**src/rtl/encl_health_pkg.sv**
```systemverilog
// Package: shared types for the enclosure health controller.
// Assumes nothing beyond a 2-bit mode code seen at the top-level port.
package encl_health_pkg;
    typedef enum logic [1:0] {
        MODE_NORMAL   = 2'd0,
        MODE_DEGRADED = 2'd1,
        MODE_LOSS     = 2'd2
    } encl_mode_t;
endpackage

```
**src/rtl/encl_fail_tracker.sv**
```systemverilog
// Failure tracker: holds the failed-slot mask, the spare-claimed (pending
// rebuild) mask, the free spare count and the group mode.
// Assumes fail pulses are synchronous and done_vld only names a pending slot.
module encl_fail_tracker
    import encl_health_pkg::*;
#(
    parameter int NSLOT   = 5,
    parameter int N_SPARE = 2,
    localparam int SW     = (NSLOT > 1) ? $clog2(NSLOT) : 1,
    localparam int CW     = $clog2(N_SPARE + 1)
) (
    input  logic             clk,
    input  logic             rst_n,
    input  logic [NSLOT-1:0] fail_pulse,
    input  logic             repair_done,
    input  logic             done_vld,
    input  logic [SW-1:0]    done_slot,
    output logic [NSLOT-1:0] pend_q,
    output logic [CW-1:0]    spare_q,
    output encl_mode_t       mode_q,
    output logic             repair_take
);
    localparam logic [CW-1:0] FULL_POOL = CW'(N_SPARE);

    logic [NSLOT-1:0] failed_q, failed_n, pend_n;
    logic [CW-1:0]    spare_n;
    encl_mode_t       mode_n;

    // Repair is honoured in every mode but data loss.
    assign repair_take = repair_done && (mode_q != MODE_LOSS);

    // Next-state: rebuild completion, then repair or new failures in slot order.
    always_comb begin
        failed_n = failed_q;
        pend_n   = pend_q;
        spare_n  = spare_q;
        mode_n   = mode_q;
        if (done_vld) begin
            failed_n[done_slot] = 1'b0;
            pend_n[done_slot]   = 1'b0;
        end
        if (repair_take) begin
            failed_n = '0;
            pend_n   = '0;
            spare_n  = FULL_POOL;
            mode_n   = MODE_NORMAL;
        end else if (mode_q != MODE_LOSS) begin
            for (int s = 0; s < NSLOT; s++) begin
                if (fail_pulse[s] && !failed_n[s] && (mode_n != MODE_LOSS)) begin
                    failed_n[s] = 1'b1;
                    if (spare_n != '0) begin
                        spare_n   = spare_n - 1'b1;
                        pend_n[s] = 1'b1;
                    end else if (mode_n == MODE_NORMAL) begin
                        mode_n = MODE_DEGRADED;
                    end else begin
                        mode_n = MODE_LOSS;
                    end
                end
            end
        end
    end

    // State registers with synchronous active-low reset.
    always_ff @(posedge clk) begin
        if (!rst_n) begin
            failed_q <= '0;
            pend_q   <= '0;
            spare_q  <= FULL_POOL;
            mode_q   <= MODE_NORMAL;
        end else begin
            failed_q <= failed_n;
            pend_q   <= pend_n;
            spare_q  <= spare_n;
            mode_q   <= mode_n;
        end
    end
endmodule

```
**src/rtl/encl_rebuild_seq.sv**
```systemverilog
// Rebuild sequencer: issues one request/acknowledge rebuild at a time to the
// external data mover, choosing the lowest pending slot when idle.
// Assumes rb_ack is a single-cycle pulse; an ack while idle is dropped.
module encl_rebuild_seq #(
    parameter int NSLOT = 5,
    localparam int SW   = (NSLOT > 1) ? $clog2(NSLOT) : 1
) (
    input  logic             clk,
    input  logic             rst_n,
    input  logic [NSLOT-1:0] pend,
    input  logic             abort,
    input  logic             rb_ack,
    output logic             busy_q,
    output logic [SW-1:0]    slot_q,
    output logic             done_vld
);
    logic [SW-1:0] pick;

    // Lowest-index pending slot; scanning downward lets the lowest win.
    always_comb begin
        pick = '0;
        for (int s = NSLOT - 1; s >= 0; s--) begin
            if (pend[s]) pick = SW'(s);
        end
    end

    // A completion counts only for a live, unaborted request.
    assign done_vld = busy_q && rb_ack && !abort;

    // Request register: start, hold until ack, or drop on abort.
    always_ff @(posedge clk) begin
        if (!rst_n) begin
            busy_q <= 1'b0;
            slot_q <= '0;
        end else if (abort) begin
            busy_q <= 1'b0;
        end else if (busy_q) begin
            if (rb_ack) busy_q <= 1'b0;
        end else if (|pend) begin
            busy_q <= 1'b1;
            slot_q <= pick;
        end
    end
endmodule

```
**src/rtl/encl_status_map.sv**
```systemverilog
// Status map: turns mode, spare count and pending rebuilds into the three
// lamps and the policy-dependent repair request. Purely combinational.
module encl_status_map
    import encl_health_pkg::*;
#(
    parameter int N_SPARE = 2,
    localparam int CW     = $clog2(N_SPARE + 1)
) (
    input  encl_mode_t    mode,
    input  logic [CW-1:0] spares,
    input  logic          rebuild_any,
    input  logic          policy_mandatory,
    output logic          led_green,
    output logic          led_amber,
    output logic          led_red,
    output logic          repair_req
);
    logic is_norm, pool_empty;

    // Decode shared terms.
    always_comb begin
        is_norm    = (mode == MODE_NORMAL);
        pool_empty = (spares == '0);
    end

    // Lamp selection: red dominates, amber for warning, green otherwise.
    always_comb begin
        led_red   = !is_norm;
        led_amber = is_norm && (pool_empty || rebuild_any);
        led_green = is_norm && !pool_empty && !rebuild_any;
    end

    // Repair request per policy; never after data loss.
    always_comb begin
        if (mode == MODE_LOSS)
            repair_req = 1'b0;
        else if (policy_mandatory)
            repair_req = (mode == MODE_DEGRADED);
        else
            repair_req = pool_empty;
    end
endmodule

```
**src/rtl/encl_health_ctrl.sv**
```systemverilog
// Enclosure health controller top: joins the failure tracker, the rebuild
// sequencer and the status map. N_DATA data slots plus one parity slot are
// monitored; N_SPARE idle spares form the pool.
module encl_health_ctrl
    import encl_health_pkg::*;
#(
    parameter int N_DATA  = 4,
    parameter int N_SPARE = 2,
    localparam int NSLOT  = N_DATA + 1,
    localparam int SW     = (NSLOT > 1) ? $clog2(NSLOT) : 1,
    localparam int CW     = $clog2(N_SPARE + 1)
) (
    input  logic             clk,
    input  logic             rst_n,
    input  logic [NSLOT-1:0] fail_pulse,
    input  logic             rb_ack,
    input  logic             repair_done,
    input  logic             policy_mandatory,
    output logic             rb_req,
    output logic [SW-1:0]    rb_slot,
    output logic [CW-1:0]    spares_left,
    output logic [1:0]       mode_o,
    output logic             led_green,
    output logic             led_amber,
    output logic             led_red,
    output logic             repair_req
);
    logic [NSLOT-1:0] pend;
    logic [CW-1:0]    spare_q;
    encl_mode_t       mode_q;
    logic             repair_take, done_vld, abort;
    logic [SW-1:0]    slot_q;
    logic             busy_q;

    // Abort in-flight rebuilds on an accepted repair or after data loss.
    assign abort = repair_take || (mode_q == MODE_LOSS);

    encl_fail_tracker #(.NSLOT(NSLOT), .N_SPARE(N_SPARE)) u_track (
        .clk         (clk),
        .rst_n       (rst_n),
        .fail_pulse  (fail_pulse),
        .repair_done (repair_done),
        .done_vld    (done_vld),
        .done_slot   (slot_q),
        .pend_q      (pend),
        .spare_q     (spare_q),
        .mode_q      (mode_q),
        .repair_take (repair_take)
    );

    encl_rebuild_seq #(.NSLOT(NSLOT)) u_seq (
        .clk      (clk),
        .rst_n    (rst_n),
        .pend     (pend),
        .abort    (abort),
        .rb_ack   (rb_ack),
        .busy_q   (busy_q),
        .slot_q   (slot_q),
        .done_vld (done_vld)
    );

    encl_status_map #(.N_SPARE(N_SPARE)) u_stat (
        .mode             (mode_q),
        .spares           (spare_q),
        .rebuild_any      (|pend),
        .policy_mandatory (policy_mandatory),
        .led_green        (led_green),
        .led_amber        (led_amber),
        .led_red          (led_red),
        .repair_req       (repair_req)
    );

    // Port assignments.
    assign rb_req      = busy_q;
    assign rb_slot     = slot_q;
    assign spares_left = spare_q;
    assign mode_o      = mode_q;
endmodule

```
**config.mk**
```make
export PLATFORM = sky130hd
export DESIGN_NAME = encl_health_ctrl
export DESIGN_NICKNAME = d
export VERILOG_FILES = /design/src/rtl/encl_health_pkg.sv /design/src/rtl/encl_fail_tracker.sv /design/src/rtl/encl_rebuild_seq.sv /design/src/rtl/encl_status_map.sv /design/src/rtl/encl_health_ctrl.sv
export SDC_FILE = /design/constraint.sdc
export NUM_CORES = 1
export LEC_CHECK = 0
export BUFFER_PORTS_ARGS = -buffer_cell sky130_fd_sc_hd__buf_4
export CAP_MARGIN = 10
export CORE_AREA = 5 5 70 72
export CTS_CLUSTER_DIAMETER = 80
export DETAILED_ROUTE_END_ITERATION = 16
export DIE_AREA = 0 0 75 77
export SETUP_SLACK_MARGIN = 0.05
export SLEW_MARGIN = 30
export SYNTH_ARGS = -nofsm -noshare
export SYNTH_HDL_FRONTEND = slang
export SYNTH_SLANG_ARGS = --single-unit
```
**constraint.sdc**
```tcl
create_clock -name clk -period 8.85 [get_ports clk]
set_input_delay 0.4425 -clock clk [delete_from_list [all_inputs] [get_ports clk]]
set_output_delay 0.4425 -clock clk [all_outputs]
set_load 0.05 [all_outputs]
```
==> results of run 1 <==
-- cells in the mapped netlist, types with 2 or more instances --
cell type,number
and4b_1,2
or3_1,4
nor2b_1,3
a41oi_1,2
and3_1,2
a21oi_1,16
o31ai_1,3
a221oi_1,4
nor2_1,18
o21ai_0,13
buf_6,2
and2_1,5
nand3_1,3
o21a_1,2
nand2b_1,2
nor4_1,3
o41ai_1,3
nor3_1,5
inv_1,5
a221o_1,2
a21boi_0,2
maj3_2,2
nand2_1,26
a31oi_1,3
dfxtp_1,18
nand4_1,2
clkbuf_1,3
-- per-stage QoR --
step | instances | cell area [µm²]
final | 256 | 1670
after global routing | 256 | 1670
after CTS | 256 | 1670
after detailed placement | 252 | 1610
after global placement | 252 | 1610
after floorplan | 185 | 1430
-- worst paths after layout --
path,startpoint,end,slack (ps),cells past startpoint
setup / recovery,u_track.mode_q[1],u_track.spare_q[1],5380,9
hold / removal,rst_n,u_seq.slot_q[2],470,3
setup reg to reg,u_track.mode_q[1],u_track.spare_q[1],5380,9
hold reg to reg,u_track.failed_q[4],u_track.failed_q[4],470,2
-- state kept, by name, summed over array words and instances, names as in the netlist --
signal	count
u_seq.busy_q	1
u_seq.slot_q	3
u_track.failed_q	5
u_track.mode_q	2
u_track.pend_q	5
u_track.spare_q	2
-- metal layers --
metal,track usage [%],wire length (µm),vias up
met2,21.3,1930,40
met4,4.63,65,0
met1,20.8,1970,717
met3,2.75,211,6
met5,0,0,-
li1,-,-,748
-- critical path, cell delays in order (launching register included) --
cell,delay [ps]
dfxtp_1,560
nor2b_1,690
o41ai_2,260
and3_1,270
a32oi_1,310
a31oi_1,160
o21ai_0,350
nand2_2,130
maj3_2,330
a221o_1,310
-- area by class of cell --
class                   instances  area [µm²]  area share, %
multi-input cells             156        1010           60.6
flip-flops and latches         18         360           21.6
repair buffers                 21         158           9.47
well taps                      52        65.1           3.91
clock buffers                   4        55.1           3.31
inverters                       5        18.8           1.13
-- placed cells by master, fill, tap and decap left out, drive strengths merged, types with 3 or more instances in the layout --
cell / count
buf: 21
nor3: 6
nor2b: 3
o31ai: 3
nand2b: 3
a31oi: 4
o41ai: 4
nand3: 3
o21ai: 13
a21oi: 17
and2: 5
inv: 5
dfxtp: 18
nand2: 27
or3: 4
a221oi: 5
clkbuf: 4
nor2: 18
nor4: 4
or2: 3
-- power by group through the flow --
| stage | registers (mW) | clock network, mW | logic [mW] |
|---|---|---|---|
| floorplan | 0.132 | 0 | 0.211 |
| global placement | 0.120 | 0 | 0.294 |
| detailed placement | 0.120 | 0 | 0.294 |
| CTS | 0.118 | 0.0705 | 0.295 |
| global route | 0.121 | 0.0748 | 0.319 |
| finish | 0.119 | 0.0685 | 0.295 |
-- cell families (layout without fill, tap and decap cells) --
group | after synthesis | in the layout
and+or+nand+nor | 87 | 87
adders and majority gates | 2 | 2
DFF | 18 | 18
buffers and inverters | 11 | 30
AOI/OAI and AO/OA | 67 | 67
==> metrics.yaml, run 1 <==
status:
  status: "completed"
synthesis:
  ys_seq_elements: 18
  syn_area_um2: 1430
  synth_area_leaders: "dfxtp_1 (25%), nand2_1 (6.8%), a21oi_1 (5.6%), nor2_1 (4.7%), o21ai_0 (4.6%)"
  synthCells: 185
  synth.distinct_cells: 57
  synthArstFlopShare_pct: 0
  yosysSeqAreaShare_pct: 25.3
  synth_area_leader_cell: "dfxtp_1"
  syn_area_per_cell_um2: 7.71
  yosys.area_share.simple_pct: 33.2
  synth_top_cell_area_share_pct: 25.3
  syn_nets: 195
  synth_top_family_by_area: "compound AO/OA/AOI/OAI gates"
  muxShareOfSynthArea_pct: 0
  synth_adder_area_share_pct: 1.58
  synth-xor-area-share_pct: 0
  synth-edff-count: 0
  yosysWarnings: 0
  synth_ff_type: "dfxtp_1"
  synth_compound_area_share_pct: 36.0
drt:
  vias: 1511
  firstDrtPassIters: 4
  drtIter0Drc: 203
  routed_wirelength_um: 4170
  ant_nets: 0
  vias_per_cell: 5.90
  avgRoutedWirePerCell_um: 16.3
  route.detailed.drc: 0
sta:
  fin_setup_tns_ps: 0
  hold_ws_ps: 468
  worstMarginPinSlew_ps: 776
  clock_skew_ps: 4.04
  worst_slack_ps: 5380
  finalCritPeriodShare_pct: 39.2
  rsz0062_at_grt: "no"
  drv_slew: 0
  fin_crit_ps: 3470
  setup_viol: 0
  hold_viol_final: 0
  slew_headroom_pct: 48.2
  max_clock_freq_mhz: 289
pwr:
  seq_power_share_pct: 24.6
  power_per_cell_area_nw_per_um2: 290
  switchingPower_mw: 0.248
  clockPowerShare_pct: 14.2
  p_sw_share_pct: 51.4
  p_total_mw: 0.482
  worst_ir_drop_vdd_uv: 82.9
  combPwrFrac_pct: 61.2
  leakage_nw: 0.600
  p_int_mw: 0.234
cts:
  h-tree-depth: 1
  hold_buffers: 0
  cts.reportedPaths.clkPinSlew_ps: 70
  clockRootBuffer: "clkbuf_8"
  insertion_delay_ps: 260
  numCtsBuffers: 3
  clock_path_buffers: 2
  cts_resized: 0
  numClockSinks: 18
  cts_tree: "built"
  post_cts_buffers: 0
layout:
  post_route_cells_drive_above_1_share_pct: 20.1
  layout.nets: 215
  nFillCells: 469
  post-route-util_pct: 39.3
  antenna_cells: 0
  area_growth_pct: 16.8
min_path:
  hold_path.class: "input pin to register"
placement:
  port_buffers: 21
  post-place-ws_ps: 5430
  place.detailed.hpwl_um: 3240
  gp_congestion: 0.912
floorplanning:
  io_pins: 22
  initial_utilization_pct: 33.7
  die_x_um: 75
  fp.dieArea_um2: 5780
  rows: 24
  dieHeight_um: 77
  core_um2: 4230
worst_setup_path:
  arrival_ps: 3620
  cp-end-kind: "register"
  worstPathRequired_ps: 9000
  start_kind: "register"
  worstSetupPathType: "register to register"
  cp_max_fo: 11
job:
  maxCapViolCount: 0
global_route:
  grt.overflow.total: 0
  grt_pass1_wl_um: 6530
  grt_usage_pct: 14.5
  grt_pass1_vias: 1349
  antenna_found_initial: 0
  grt_max_degree: 15
No activity file was read; power rests on OpenSTA's default activity.
==> run 2: changes to the inputs <==
==> constraint.sdc (replaced) <==
create_clock -name clk -period 3.31 [get_ports clk]
set_input_delay 0.1655 -clock clk [delete_from_list [all_inputs] [get_ports clk]]
set_output_delay 0.1655 -clock clk [all_outputs]
set_load 0.05 [all_outputs]
==> run 2 against run 1 <==
  * Utilization grew 1.9 points
  * Flip-flop and latch count is the same
  * Maximum frequency grew 12%
  * Final area grew 4.7%
  * First-iteration DRC count shrank 54%
==> metrics.yaml, run 2 (synthesized netlist as in run 1, its figures left out) <==
cts:
  hold_buffers: 0  # unchanged
  insertion_delay_ps: 250  # was 260 ps
  clockRootBuffer: "clkbuf_8"  # unchanged
  numClockSinks: 18  # unchanged
  cts.reportedPaths.clkPinSlew_ps: 70  # about the same
  cts_tree: "built"  # unchanged
  h-tree-depth: 1  # unchanged
  clock_path_buffers: 2  # unchanged
  numCtsBuffers: 3  # unchanged
pwr:
  p_sw_share_pct: 50.6  # was 51.4%
  seq_power_share_pct: 21.9  # was 24.6%
  switchingPower_mw: 0.675  # was 0.248 mW
  p_total_mw: 1.33  # was 0.482 mW
  worst_ir_drop_vdd_uv: 209  # was 82.9 µV
  clockPowerShare_pct: 13.4  # was 14.2%
  p_int_mw: 0.660  # was 0.234 mW
  power_per_cell_area_nw_per_um2: 765  # was 290 nW/µm²
  leakage_nw: 0.645  # was 0.600 nW
  combPwrFrac_pct: 64.7  # was 61.2%
worst_setup_path:
  path_cells: "o21ai_0, o2111ai_4, nor4_4, maj3_2, nor3_2, a221oi_2, nand2_2, maj3_2, a221o_1"  # was nor2b_1, o41ai_2, and3_1, a32oi_1, a31oi_1, o21ai_0, nand2_2, maj3_2, a221o_1
  cp-startpoint: "u_seq.slot_q[2]"  # was u_track.mode_q[1]
  crit_top_cell: "maj3_2"
  worstSetupPathType: "register to register"  # unchanged
  max_stage_delay_ps: 420  # was 690 ps
  r2r-start: "u_seq.slot_q[2]"  # was u_track.mode_q[1]
  cp_slowest_cell: "nor4_4"  # was nor2b_1
  arrival_ps: 3250  # was 3620 ps
  worstPathRequired_ps: 3460  # was 9000 ps
  cp-end-kind: "register"  # unchanged
  ff2ff_setup_slack_ps: 210  # was 5380 ps
  worst_r2r_path_depth: 9  # unchanged
  start_kind: "register"  # unchanged
  r2r_end: "u_track.spare_q[1]"  # unchanged
  cp_max_fo: 7  # was 11
layout:
  antenna_cells: 0  # unchanged
  post-route-util_pct: 41.2  # was 39.3%
  final_cells: 264  # was 256
  top_regs: "u_track.failed_q (5), u_track.pend_q (5), u_seq.slot_q (3)"  # unchanged
  final_common_cell: "buf_4"  # was nand2_1
  layout.nets: 223  # was 215
  area_growth_pct: 22.3  # was 16.8%
  post_route_cells_drive_above_1_share_pct: 23.6  # was 20.1%
  final_cell_mix: "buf_4 (29), nand2_1 (26), dfxtp_1 (18)"  # was nand2_1 (26), buf_4 (21), nor2_1 (18), dfxtp_1 (18), a21oi_1 (16)
  fin_area_um2: 1740  # was 1670 µm²
global_route:
  grt.overflow.total: 0  # unchanged
  grt_pass1_vias: 1379  # was 1349
  grt_pass1_wl_um: 6910  # was 6530 µm
  grt_usage_pct: 15.3  # was 14.5%
  grt_max_degree: 14  # was 15
  antenna_found_initial: 0  # unchanged
drt:
  avgRoutedWirePerCell_um: 16.3  # about the same
  routed_wirelength_um: 4310  # was 4170 µm
  firstDrtPassIters: 4  # unchanged
  vias_per_cell: 5.98  # was 5.90
  route.detailed.drc: 0  # unchanged
  ant_nets: 0  # unchanged
  vias: 1579  # was 1511
  drtIter0Drc: 94  # was 203
status:
  status: "completed"  # unchanged
job:
  maxCapViolCount: 0  # unchanged
floorplanning:
  core_um2: 4230  # unchanged
  fp.dieArea_um2: 5780  # unchanged
  rows: 24  # unchanged
  initial_utilization_pct: 33.7  # unchanged
  dieHeight_um: 77  # unchanged
  io_pins: 22  # unchanged
  die_x_um: 75  # unchanged
placement:
  port_buffers: 21  # unchanged
  post-place-ws_ps: 149  # was 5430 ps
  place_inst: 257  # was 252
  gp_congestion: 0.908  # was 0.912
  dpl_cell_area_um2: 1650  # was 1610 µm²
  place.detailed.hpwl_um: 3320  # was 3240 µm
sta:
  fin_crit_ps: 3100  # was 3470 ps
  setup_viol: 0  # unchanged
  max_clock_freq_mhz: 322  # was 289 MHz
  worstMarginPinSlew_ps: 527  # was 776 ps
  hold_viol_final: 0  # unchanged
  clock_skew_ps: 4.23  # was 4.04 ps
  slew_headroom_pct: 64.5  # was 48.2%
  hold_ws_ps: 192  # was 468 ps
  worst_slack_ps: 209  # was 5380 ps
  fin_setup_tns_ps: 0  # unchanged
  finalCritPeriodShare_pct: 93.7  # was 39.2%
  drv_slew: 0  # unchanged
  rsz0062_at_grt: "yes"  # was no
min_path:
  min_to: "u_seq.slot_q[2]"  # unchanged
  worstHoldStart: "rst_n"  # unchanged
  holdPathStages: 3  # unchanged
  hold_path.class: "input pin to register"  # unchanged
-- run 2: cell count changes in the layout (fill, tap and decap cells not counted) --
cell,before,now
buf_4,21,29
nand2b_2,1,0
nand2b_4,0,1
nor2_1,18,17
nor2_2,0,1
o2111ai_2,1,0
o2111ai_4,0,1
-- run 2: final cells by class --
class	count	area, µm²
multi-input combinational	156	1030
inverter	5	18.8
tap	52	65.1
fill	430	2490
sequential	18	360
clock buffer	4	55.1
timing repair buffer	29	218
-- run 2: repair_timing --
item | in CTS | in global routing
buffers inserted | 0 | 3
endpoints found under the setup margin | 0 | 3
gates resized for setup | 0 | 3
-- run 2: critical path: cells and delay by family, from the launching register on --
kind	cells	cell delay, ps
compound gates	4	1340
fa+ha+maj	2	660
flops	1	370
simple gates	3	620
-- run 2: power by group through the flow --
stage	Sequential (mW)	Combinational, mW	Clock (mW)
2_1_floorplan	0.352	0.564	0
3_3_place_gp	0.294	0.842	0
3_5_place_dp	0.295	0.839	0
4_1_cts	0.290	0.841	0.186
5_1_grt	0.298	0.922	0.203
6_report	0.292	0.863	0.179
-- run 2: how the worst max path moves through the flow --
stage / endpoint / slack, ps
floorplan: u_track.spare_q[1] / 130
global placement: u_track.spare_q[1] / 150
detailed placement: u_track.spare_q[1] / 150
CTS: u_track.spare_q[1] / 150
global route: u_track.spare_q[1] / 20
finish: u_track.spare_q[1] / 210
-- run 2: per-layer routing --
metal  vias to the layer above  share of wire, %  track usage (%)
met2                        74                48             23.1
met5                         -                 0                0
met4                         0               1.3             4.45
met3                         6               7.4             3.92
li1                        772                 -                -
met1                       727                43             21.1
==> run 3: changes to the inputs <==
--- a/config.mk
+++ b/config.mk
@@ -11,6 +11,7 @@
 export CTS_CLUSTER_DIAMETER = 80
 export DETAILED_ROUTE_END_ITERATION = 16
 export DIE_AREA = 0 0 75 77
+export RECOVER_POWER = 100
 export SETUP_SLACK_MARGIN = 0.05
 export SLEW_MARGIN = 30
 export SYNTH_ARGS = -nofsm -noshare
==> run 3 against run 2 <==
  * Combinational power fell by 4.8%
  * Utilization fell by 1.1 points
  * Critical path depth did not move
  * Global-route usage did not move
  * Clock power barely moved
  * Sequential power barely moved
  * Largest power group unchanged
==> metrics.yaml, run 3 (synthesized netlist as in run 1, its figures left out) <==
status:
  status: "completed"  # unchanged
cts:
  insertion_delay_ps: 250  # about the same
  clock_path_buffers: 2  # unchanged
  hold_buffers: 0  # unchanged
  cts.reportedPaths.clkPinSlew_ps: 70  # about the same
  numCtsBuffers: 3  # unchanged
  h-tree-depth: 1  # unchanged
  cts_tree: "built"  # unchanged
  numClockSinks: 18  # unchanged
  clockRootBuffer: "clkbuf_8"  # unchanged
layout:
  final_cells: 264  # unchanged
  area_growth_pct: 18.9  # was 22.3%
  top_regs: "u_track.failed_q (5), u_track.pend_q (5), u_seq.slot_q (3)"  # unchanged
  post_route_cells_drive_above_1_share_pct: 17.5  # was 23.6%
  post-route-util_pct: 40.1  # was 41.2%
  antenna_cells: 0  # unchanged
  layout.nets: 223  # unchanged
  final_common_cell: "nand2_1"  # was buf_4
  final_cell_mix: "nand2_1 (26), nor2_1 (18), dfxtp_1 (18)"  # was buf_4 (29), nand2_1 (26), dfxtp_1 (18)
floorplanning:
  die_x_um: 75  # unchanged
  rows: 24  # unchanged
  fp.dieArea_um2: 5780  # unchanged
  dieHeight_um: 77  # unchanged
  core_um2: 4230  # unchanged
  initial_utilization_pct: 33.7  # unchanged
  io_pins: 22  # unchanged
drt:
  routed_wirelength_um: 4330  # was 4310 µm
  firstDrtPassIters: 4  # unchanged
  route.detailed.drc: 0  # unchanged
  avgRoutedWirePerCell_um: 16.4  # was 16.3 µm
  vias_per_cell: 5.93  # was 5.98
  ant_nets: 0  # unchanged
  vias: 1566  # was 1579
  drtIter0Drc: 105  # was 94
global_route:
  grt_pass1_wl_um: 6910  # unchanged
  grt_max_degree: 14  # unchanged
  antenna_found_initial: 0  # unchanged
  grt_pass1_vias: 1379  # unchanged
  grt_usage_pct: 15.3  # unchanged
  grt.overflow.total: 0  # unchanged
placement:
  place.detailed.hpwl_um: 3320  # unchanged
  place_inst: 257  # unchanged
  gp_congestion: 0.908  # unchanged
  port_buffers: 21  # unchanged
pwr:
  power_per_cell_area_nw_per_um2: 763  # was 765 nW/µm²
  worst_ir_drop_vdd_uv: 209  # about the same
  leakage_nw: 0.597  # was 0.645 nW
worst_setup_path:
  cp-end-kind: "register"  # unchanged
  arrival_ps: 3240  # was 3250 ps
  path_cells: "o21ai_0, o2111ai_4, nor4_4, maj3_2, nor3_2, a221oi_2, nand2_2, maj3_2, a221o_1"  # unchanged
  cp_max_fo: 7  # unchanged
  max_stage_delay_ps: 420  # about the same
  path_delay_family: "compound AO/OA/AOI/OAI gates"  # unchanged
  cp_slowest_cell: "nor4_4"  # unchanged
  worstPathRequired_ps: 3460  # about the same
  start_kind: "register"  # unchanged
  crit_top_cell: "maj3_2"  # unchanged
  worstSetupPathType: "register to register"  # unchanged
  critPathBufInv: 0  # unchanged
sta:
  rsz0062_at_grt: "yes"  # unchanged
  setup_viol: 0  # unchanged
  slew_headroom_pct: 58.1  # was 64.5%
  clock_skew_ps: 4.30  # was 4.23 ps
  worstMarginPinSlew_ps: 632  # was 527 ps
  finalCritPeriodShare_pct: 93.5  # was 93.7%
  drv_slew: 0  # unchanged
  hold_viol_final: 0  # unchanged
  fin_crit_ps: 3100  # about the same
  fin_setup_tns_ps: 0  # unchanged
  max_clock_freq_mhz: 323  # was 322 MHz
min_path:
  hold_path.class: "input pin to register"  # unchanged
job:
  maxCapViolCount: 0  # unchanged
[run 3: cell types whose count changed in the layout (fill, tap and decap cells not counted), sizes merged]
cell,previous run,this run
buf,29,17
clkbuf,4,16
[run 3: report_power, final]
group	leakage, nW	internal [mW]	switching [mW]
Sequential	0.147	0.253	0.0390
Clock	0.0288	0.106	0.0747
Combinational	0.421	0.260	0.562
[run 3: metal layers]
layer	wire length, µm	GRT usage [%]	up-vias
met5	0	0	-
met1	1920	21.1	736
met2	2050	23.1	54
met4	61	4.45	0
met3	293	3.92	6
li1	-	-	770
[run 3: final timing paths]
| kind | startpoint | end | slack [ps] | depth (start not counted) |
|---|---|---|---|---|
| worst max-delay path | u_seq.slot_q[2] | u_track.spare_q[1] | 210 | 9 |
| worst max register to register | u_seq.slot_q[2] | u_track.spare_q[1] | 210 | 9 |
| worst min register to register | u_track.pend_q[4] | u_track.pend_q[4] | 470 | 2 |
| worst min-delay path | rst_n | u_seq.slot_q[2] | 190 | 3 |
[run 3: stage by stage]
step           worst slack [ps]  hold WS [ps]  cell area [µm²]  power [mW]
2_1_floorplan               134           292             1430       0.916
3_3_place_gp                153           435             1650        1.14
3_5_place_dp                149           460             1650        1.13
4_1_cts                     148           186             1700        1.32
5_1_grt                    25.9           173             1700        1.38
6_report                    215           190             1700        1.30
[run 3: what timing repair did]
action	4_1_cts	5_1_grt
resized for setup	0	3
setup buffers	0	3
endpoints found under the setup margin	0	3
[run 3: cell type report]
cell class                      count  area (µm²)
Sequential cell                    18         360
Timing Repair Buffer               29         173
Tap cell                           52        65.1
Multi-Input combinational cell    156        1020
Fill cell                         441        2540
Inverter                            5        18.8
Clock buffer                        4        55.1
[run 3: worst register-to-register path: stages (launching register included)]
cell and delay, ps:
dfxtp_1 370, o21ai_0 350, o2111ai_4 260, nor4_4 420, maj3_2 350, nor3_2 80, a221oi_2 400, nand2_2 120
maj3_2 320, a221o_1 310
